===== src/rtl/ppfifo_ctrl.sv =====
module ppfifo_ctrl #(
  parameter int DEPTH    = 16,
  parameter int WR_THR   = 4,
  parameter int RD_THR   = 12,
  parameter int STB_CLKS = 3
) (
  input  logic       clk,
  input  logic       rst_n,
  input  logic [1:0] host_sel,
  input  logic       host_wr,
  input  logic [7:0] host_wdata,
  input  logic       host_rd,
  output logic [7:0] host_rdata,
  output logic [7:0] pp_data,
  output logic       pp_strobe_n,
  input  logic       pp_busy,
  input  logic       pp_fault_n,
  input  logic       pp_ack_n,
  output logic       irq
);
  localparam int AW = $clog2(DEPTH);
  localparam int CW = $clog2(DEPTH + 1);
  localparam int TW = (STB_CLKS > 1) ? $clog2(STB_CLKS + 1) : 1;
  localparam logic [CW-1:0] DEPTH_C = CW'(DEPTH);
  localparam logic [CW-1:0] WR_C    = CW'(WR_THR);
  localparam logic [CW-1:0] RD_C    = CW'(RD_THR);
  localparam logic [7:0]    IDENT   = 8'h94;
  localparam logic [2:0] M_BYTE = 3'b001, M_FOUT = 3'b010, M_ECP = 3'b011, M_TEST = 3'b110;

  typedef enum logic [1:0] {HS_IDLE, HS_STB, HS_WBH, HS_WBL} hs_t;

  logic [2:0]    mode;
  logic          src_ack, svc, svc_irq, dir_in, ext_ie;
  logic [7:0]    mem [DEPTH];
  logic [AW-1:0] wp, rp;
  logic [CW-1:0] cnt;
  hs_t           st;
  logic [TW-1:0] tmr;
  logic [7:0]    out_q;

  wire       plain     = (mode <= M_BYTE);
  wire       fifo_mode = (mode == M_FOUT) || (mode == M_ECP) || (mode == M_TEST);
  wire       full      = (cnt == DEPTH_C);
  wire       empty     = (cnt == '0);
  wire       ecr_we    = host_wr && (host_sel == 2'd2);
  wire       ctl_we    = host_wr && (host_sel == 2'd3);
  wire [2:0] new_mode  = host_wdata[7:5];
  wire       mode_ok   = plain || (new_mode <= M_BYTE) || (new_mode == mode);
  wire       push      = host_wr && (host_sel == 2'd0) && fifo_mode && !full;
  wire       host_pop  = host_rd && (host_sel == 2'd0) && (mode == M_TEST) && !empty;
  wire       go        = (st == HS_IDLE) && (mode == M_FOUT) && !empty && !pp_busy;
  wire       pop       = host_pop || go;
  wire       svc_cond  = fifo_mode && (dir_in ? (cnt >= RD_C) : ((DEPTH_C - cnt) >= WR_C));

  always_ff @(posedge clk or negedge rst_n) begin
    if (!rst_n) begin
      mode    <= M_BYTE;
      src_ack <= 1'b0;
      svc     <= 1'b0;
      svc_irq <= 1'b0;
      dir_in  <= 1'b0;
      ext_ie  <= 1'b0;
    end else begin
      if (ecr_we) begin
        if (mode_ok) mode <= new_mode;
        src_ack <= host_wdata[4];
        svc     <= host_wdata[2];
        svc_irq <= 1'b0;
      end else if (!svc && svc_cond) begin
        svc     <= 1'b1;
        svc_irq <= 1'b1;
      end
      if (ctl_we) begin
        dir_in <= host_wdata[5];
        ext_ie <= host_wdata[4];
      end
    end
  end

  always_ff @(posedge clk or negedge rst_n) begin
    if (!rst_n) begin
      wp  <= '0;
      rp  <= '0;
      cnt <= '0;
    end else if (plain) begin
      wp  <= '0;
      rp  <= '0;
      cnt <= '0;
    end else begin
      if (push) wp <= wp + 1'b1;
      if (pop)  rp <= rp + 1'b1;
      case ({push, pop})
        2'b10:   cnt <= cnt + 1'b1;
        2'b01:   cnt <= cnt - 1'b1;
        default: cnt <= cnt;
      endcase
    end
  end

  always_ff @(posedge clk) begin
    if (push) mem[wp] <= host_wdata;
  end

  always_ff @(posedge clk or negedge rst_n) begin
    if (!rst_n) begin
      st    <= HS_IDLE;
      tmr   <= '0;
      out_q <= '0;
    end else begin
      case (st)
        HS_IDLE: if (go) begin
          out_q <= mem[rp];
          tmr   <= TW'(STB_CLKS - 1);
          st    <= HS_STB;
        end
        HS_STB: begin
          if (tmr == '0) st <= HS_WBH;
          else           tmr <= tmr - 1'b1;
        end
        HS_WBH: if (pp_busy)  st <= HS_WBL;
        HS_WBL: if (!pp_busy) st <= HS_IDLE;
        default: st <= HS_IDLE;
      endcase
    end
  end

  assign pp_data     = out_q;
  assign pp_strobe_n = (st != HS_STB);
  assign irq         = svc_irq || (ext_ie && (src_ack ? !pp_ack_n : !pp_fault_n));

  always_comb begin
    case (host_sel)
      2'd0:    host_rdata = mem[rp];
      2'd1:    host_rdata = IDENT;
      2'd2:    host_rdata = {mode, src_ack, 1'b0, svc, full, empty};
      default: host_rdata = {2'b00, dir_in, ext_ie, 4'b0000};
    endcase
  end

  p_cnt_bound_r4: assert property (@(posedge clk) disable iff (!rst_n) cnt <= DEPTH_C)
    else $error("queue occupancy above depth");
  p_mode_rule_r3: assert property (@(posedge clk) disable iff (!rst_n)
    (mode != $past(mode)) |-> (($past(mode) <= M_BYTE) || (mode <= M_BYTE)))
    else $error("mode moved between two queue modes directly");
  p_flush_r5: assert property (@(posedge clk) disable iff (!rst_n) plain |=> (cnt == '0))
    else $error("queue not empty in a plain mode");
  p_strobe_start_r7: assert property (@(posedge clk) disable iff (!rst_n)
    $fell(pp_strobe_n) |-> $past(!pp_busy))
    else $error("strobe started while peripheral busy");
  p_svc_irq_r10: assert property (@(posedge clk) disable iff (!rst_n) $rose(svc_irq) |-> svc)
    else $error("service interrupt without service flag");
endmodule


===== config.mk =====
export PLATFORM = sky130hd
export DESIGN_NAME = ppfifo_ctrl
export DESIGN_NICKNAME = d
export VERILOG_FILES = /design/src/rtl/ppfifo_ctrl.sv
export SDC_FILE = /design/constraint.sdc
export NUM_CORES = 1
export LEC_CHECK = 0
export BUFFER_PORTS_ARGS = -buffer_cell sky130_fd_sc_hd__buf_2
export CORE_ASPECT_RATIO = 2
export CORE_MARGIN = 5
export CORE_UTILIZATION = 30
export CTS_CLUSTER_SIZE = 28
export DETAILED_ROUTE_END_ITERATION = 8
export PLACE_DENSITY_LB_ADDON = 0.05
export RECOVER_POWER = 50
export SETUP_SLACK_MARGIN = 0.1
export SYNTH_ARGS = -nofsm -noshare
export SYNTH_HDL_FRONTEND = slang
export SYNTH_SLANG_ARGS = --single-unit

===== constraint.sdc =====
create_clock -name clk -period 3.9 [get_ports clk]
set_input_delay 0.39 -clock clk [delete_from_list [all_inputs] [get_ports clk]]
set_output_delay 0.39 -clock clk [all_outputs]
set_load 0.01 [all_outputs]

* Word level (Yosys, flattened, before mapping) *
Memories as Yosys holds them, arrays and structs flattened.
Cells that the tools add are included.

word-level totals
  input port bits = 17
  word-level logic and storage cells = 103
  memory bits (writable) = 128
  memories kept = 1
  output and inout bits = 18
  bits in registers = 33

cells by class
  multiplexer cells = 22
  eq/ne operators = 19
  reductions and logical operators = 39
  add/sub/neg operators = 6
  magnitude comparators = 4

memory list
  name  words  bits a word  rd ports  clocked after Yosys merged registers in  write ports  line  RTL
  mem   16     8            1         0                                        1            34    logic [7:0] mem [DEPTH];

operators with widths
  cell                   number
  $pmux W8 S3            1
  $mux W4                4
  $logic_and A1 B1 Y1    14
  $mux W2                6
  $eq A2 B2 Y1 const B   5
  $ne A2 B2 Y1 const B   5
  $pmux W5 S2            1
  $add A4 B1 Y4 const B  2
  $pmux W2 S4            1
  $reduce_bool A2 Y1     4
  $mux W1                7
  $eq A2 B1 Y1 const B   3
  $eq A3 B2 Y1 const B   2
  $le A3 B1 Y1 const B   2
  $logic_not A1 Y1       6
  $logic_not A2 Y1       3
  $logic_or A1 B1 Y1     6
  $add A5 B1 Y5 const B  1
  $eq A5 B5 Y1 const B   1
  $ge A5 B3 Y1 const B   1
  $ge A5 B4 Y1 const B   1
  $logic_not A5 Y1       1
  $mux W5                1
  $sub A5 B1 Y5 const B  1
  10 further kinds       11

* Logic depth before layout (Yosys ltp) *
  depth after elaboration = 8
  depth in mapped cells = 13

* Worst setup path before layout *
No wires, ideal clock.

  kind = reg2reg
  start = register cnt[0]
  end = register cnt[4]
  data arrival time = 2.608 ns
  library setup time = 0.079 ns
  setup slack = 1.213 ns
  data required time = 3.821 ns
  stages on the path, launching flop included = 13
  cell sequence = dfrtp_1 clkbuf_1 nor4_1 ha_1 and4b_1 buf_2 a21oi_1 xnor2_1 ha_1 nor2_1 nand3_1 mux2_2 mux2i_1

on the way
  word-level cells in the longest chain between the ends = 8

RTL lines
  item                                          line    RTL
  start, declared                               36      logic [CW-1:0] cnt;
  start signal, assigned                        93      2'b10: cnt <= cnt + 1'b1;
  start signal, assigned                        94      2'b01: cnt <= cnt - 1'b1;
  start signal, assigned                        95      default: cnt <= cnt;
  $logic_not A5 Y1                              44      wire empty = (cnt == '0);
  $logic_not A1 Y1                              50, 51
  $logic_and A1 B1 Y1 (2 in series)             51      wire go = (st == HS_IDLE) && (mode == M_FOUT) && !empty && !pp_busy;
  $logic_or A1 B1 Y1                            52      wire pop = host_pop || go;
  $eq A2 B1 Y1 or $eq A2 B2 Y1 (tied branches)  92      case ({push, pop})
  $pmux W5 S2                                   92
  $mux W5                                       85      end else if (plain) begin

Parallel ways exist; a longest one is shown, timed or not.
A chain may end at the register's enable or synchronous reset.

* Final worst setup path *
  start = register rp[0]
  end = output port host_rdata[4]

on the way
  word-level cells in the longest chain between the ends = 2

RTL lines
  item                    line  RTL
  start, declared         35    logic [AW-1:0] wp, rp;
  start signal, assigned  91    if (pop) rp <= rp + 1'b1;
  $mem_v2 Z16 W8          n/a
  $pmux W8 S3             132   case (host_sel)
  end, declared           13    output logic [7:0] host_rdata,

Every way passes these cells.

==> run metrics <==
Synth top cells by count=128 x edfxtp_1, 32 x dfrtp_1, 31 x mux4_2, 27 x nor2_1, 15 x nand2_1; ant diodes=0; post-CTS setup buffer count=0; worst setup path endpoint=host_rdata[4]; final hold viol count=0; crit path kind=reg -> out; Rows=79; YS warnings=0; FF-to-FF End=cnt[4]; async set or reset register ratio after synthesis=20.5%; worst path required time=3.51 ns; # IOs=35; P_leak=0.00281 uW; HP Class=in -> reg; Relative slew margins=-35.7%; failing checks=capacitance limit, slew limit; drt total wl=18.2 mm; initial drt markers=196; critical path startpoint=rp[0]; Critical Path Sink Type=output port; Max-cap violations=1; top_reg_cell synth=edfxtp_1; Horiz. Die Dim=118 um; Hold WS=0.475 ns; Core Area=23100 um2; initial antenna violation count=1; syn avg cell area=17.0 um2; HPWL after DPL=12.8 mm; final worst clock skew=0.00796 ns; Worst-Margin Slew=2.04 ns; Synth top area share=54.9%; footprint of the multi-input gates=2170 um2; vias in the first global route=4021; Worst Path Max Fanout=26; # resized after CTS=0; fmax=0.317 GHz; via count=3779; critical path depth=6; CP arrival=2.77 ns; Synth cell types=50; largest net degree at the start of global routing=36; first-pass GRT wire length=26.9 mm; CP max stage cell=dfrtp_2; crit path launch type=flip-flop; worst-path cell chain=buf_12 > mux4_1 > mux4_2 > nor3_1 > a21oi_1 > buf_2; CTS Hold Buffers Added=0; top-count cell post-synth=edfxtp_1; Crit path max-delay family=multiplexers; Mapped Cells=412; crit share post-route=80.9%; WL/cell=24.4 um; DRC viols=0; flop2flop setup slack=0.80 ns; Die ar.=26700 um2; cts bufs inserted=17; cells on worst reg2reg path=11; area grow syn2layout=14.3%; gpl congestion=0.729; Pwr Density=582 nW/um2; clk_lat worst skew=0.43 ns; Remaining Overflow, GRT=0; ANT nets after route=0; Final Critical Period=3.16 ns; # setup viols final=0; clk slew on worst S/H paths=0.07 ns; unrepaired setup endpoints after global routing=no; Synth Register Bits=161; iteration count of the initial detailed-routing pass=4; net count after synthesis=443; CTS sink cnt=161; Initial Util=30.3%; port bufs=34; Setup TNS=0 ns; Crit path buffers/inverters=2; Post-Syn Area=7000 um2; layout cell share with drive strength beyond 1=23.1%; clock buffer depth=2; final net count=481; Die H=226 um; sequential share of the synthesized area=66.7%; largest cells by area after synthesis=edfxtp_1 55%, dfrtp_1 11%, mux4_2 10%, ha_1 2.5%, mux2_2 2.3%; root buffer cell=clkbuf_16; Vias/cell=5.07; TritonCTS clock tree=built; reg2reg start=cnt[0]; area leader, netlist=edfxtp_1; status=finished with violations; fillers=2250; Total Routing Usage GR=14.1%; Reg area=4670 um2; crit-path max cell delay=0.58 ns; Peak VDD IR=0.293 mV; Final Max Slew Viols=34; H-tree levels=4; Post-synth EDFFs=128
## power by group
part           internal (uW)  switching (uW)  leakage, uW
combinational            420             489     0.000956
clock                    897             741     0.000279
sequential              1970             135      0.00158
## worst min-delay path, cell delays in order
cell and delay [ns]:
buf_2 0.12, nand3_1 0.18, mux2_2 0.18
## per-layer routing
layer	GRT usage [%]	up-vias	share of wire, %
met5	0	-	0
met4	5.07	0	1.8
met3	2.98	17	2.9
met2	27.3	74	58
met1	14.9	1995	37
li1	-	1693	-
## sequential cells by signal, summed over array words and instances (netlist names)
name / flops
mode: 3
cnt: 5
st: 2
ext_ie: 1
src_ack: 1
svc_irq: 1
mem: 128
pp_data: 8
wp: 4
tmr: 2
rp: 4
dir_in: 1
svc: 1
## cells in the final DEF, fill, tap and decap left out, drive strengths merged, types with 2 or more instances in the layout
cell	Yosys	final
clkinv	0	3
inv	10	19
buf	7	23
nor3	4	4
mux2i	14	14
and2	13	13
nand2	15	15
a22o	2	2
clkbuf	13	33
nor2	27	27
a21oi	9	9
o211ai	3	3
mux2	18	18
a221oi	2	2
xor2	3	3
nand3	5	5
nor2b	2	2
a22oi	7	7
nand4	4	4
edfxtp	128	128
a21boi	2	2
and3	7	7
nand3b	3	3
mux4	36	36
dfrtp	32	32
clkinvlp	0	2
o21ai	9	9
xnor2	6	6
ha	14	14
## cell families (layout without fill, tap and decap cells)
kind of cell | after synthesis | after routing | synth area share [%]
compound gates | 42 | 42 | 4.00
simple gates | 88 | 88 | 6.40
fa+ha+maj | 14 | 14 | 2.50
buf+inv | 30 | 81 | 2.29
xor+xnor | 9 | 9 | 1.13
flops | 161 | 161 | 66.7
mux | 68 | 68 | 17.0
## per-stage QoR
step	utilization, %	power, uW	std cells	setup WS, ns	instance area (um2)
3_3_place_gp	32.2	3070	714	0.877	7450
5_1_grt	34.6	4890	746	0.556	8000
2_1_floorplan	-	2770	412	1.21	7000
3_5_place_dp	32.2	3080	714	0.790	7450
6_report	34.6	4650	746	0.744	8000
4_1_cts	34.7	4740	746	0.680	8020
## area by class of cell
cell class              count  area share [%]
well taps                 283            4.42
clock buffers              17            5.32
clock inverters            15            1.80
repair buffers             39            2.50
flip-flops and latches    161            58.4
multi-input cells         221            27.1
inverters                  10           0.469
## worst min path at each step
stage,end,cells past startpoint,slack [ns],start
final,ext_ie,3,0.47,host_wr
after global routing,ext_ie,3,0.47,host_wr
after CTS,st[1],1,0.07,rst_n
after detailed placement,pp_data[1],1,0.50,pp_data[1]
after global placement,pp_data[3],2,0.47,pp_data[3]
after floorplan,cnt[0],0,0.09,rst_n
No activity file was read; power rests on OpenSTA's default activity.
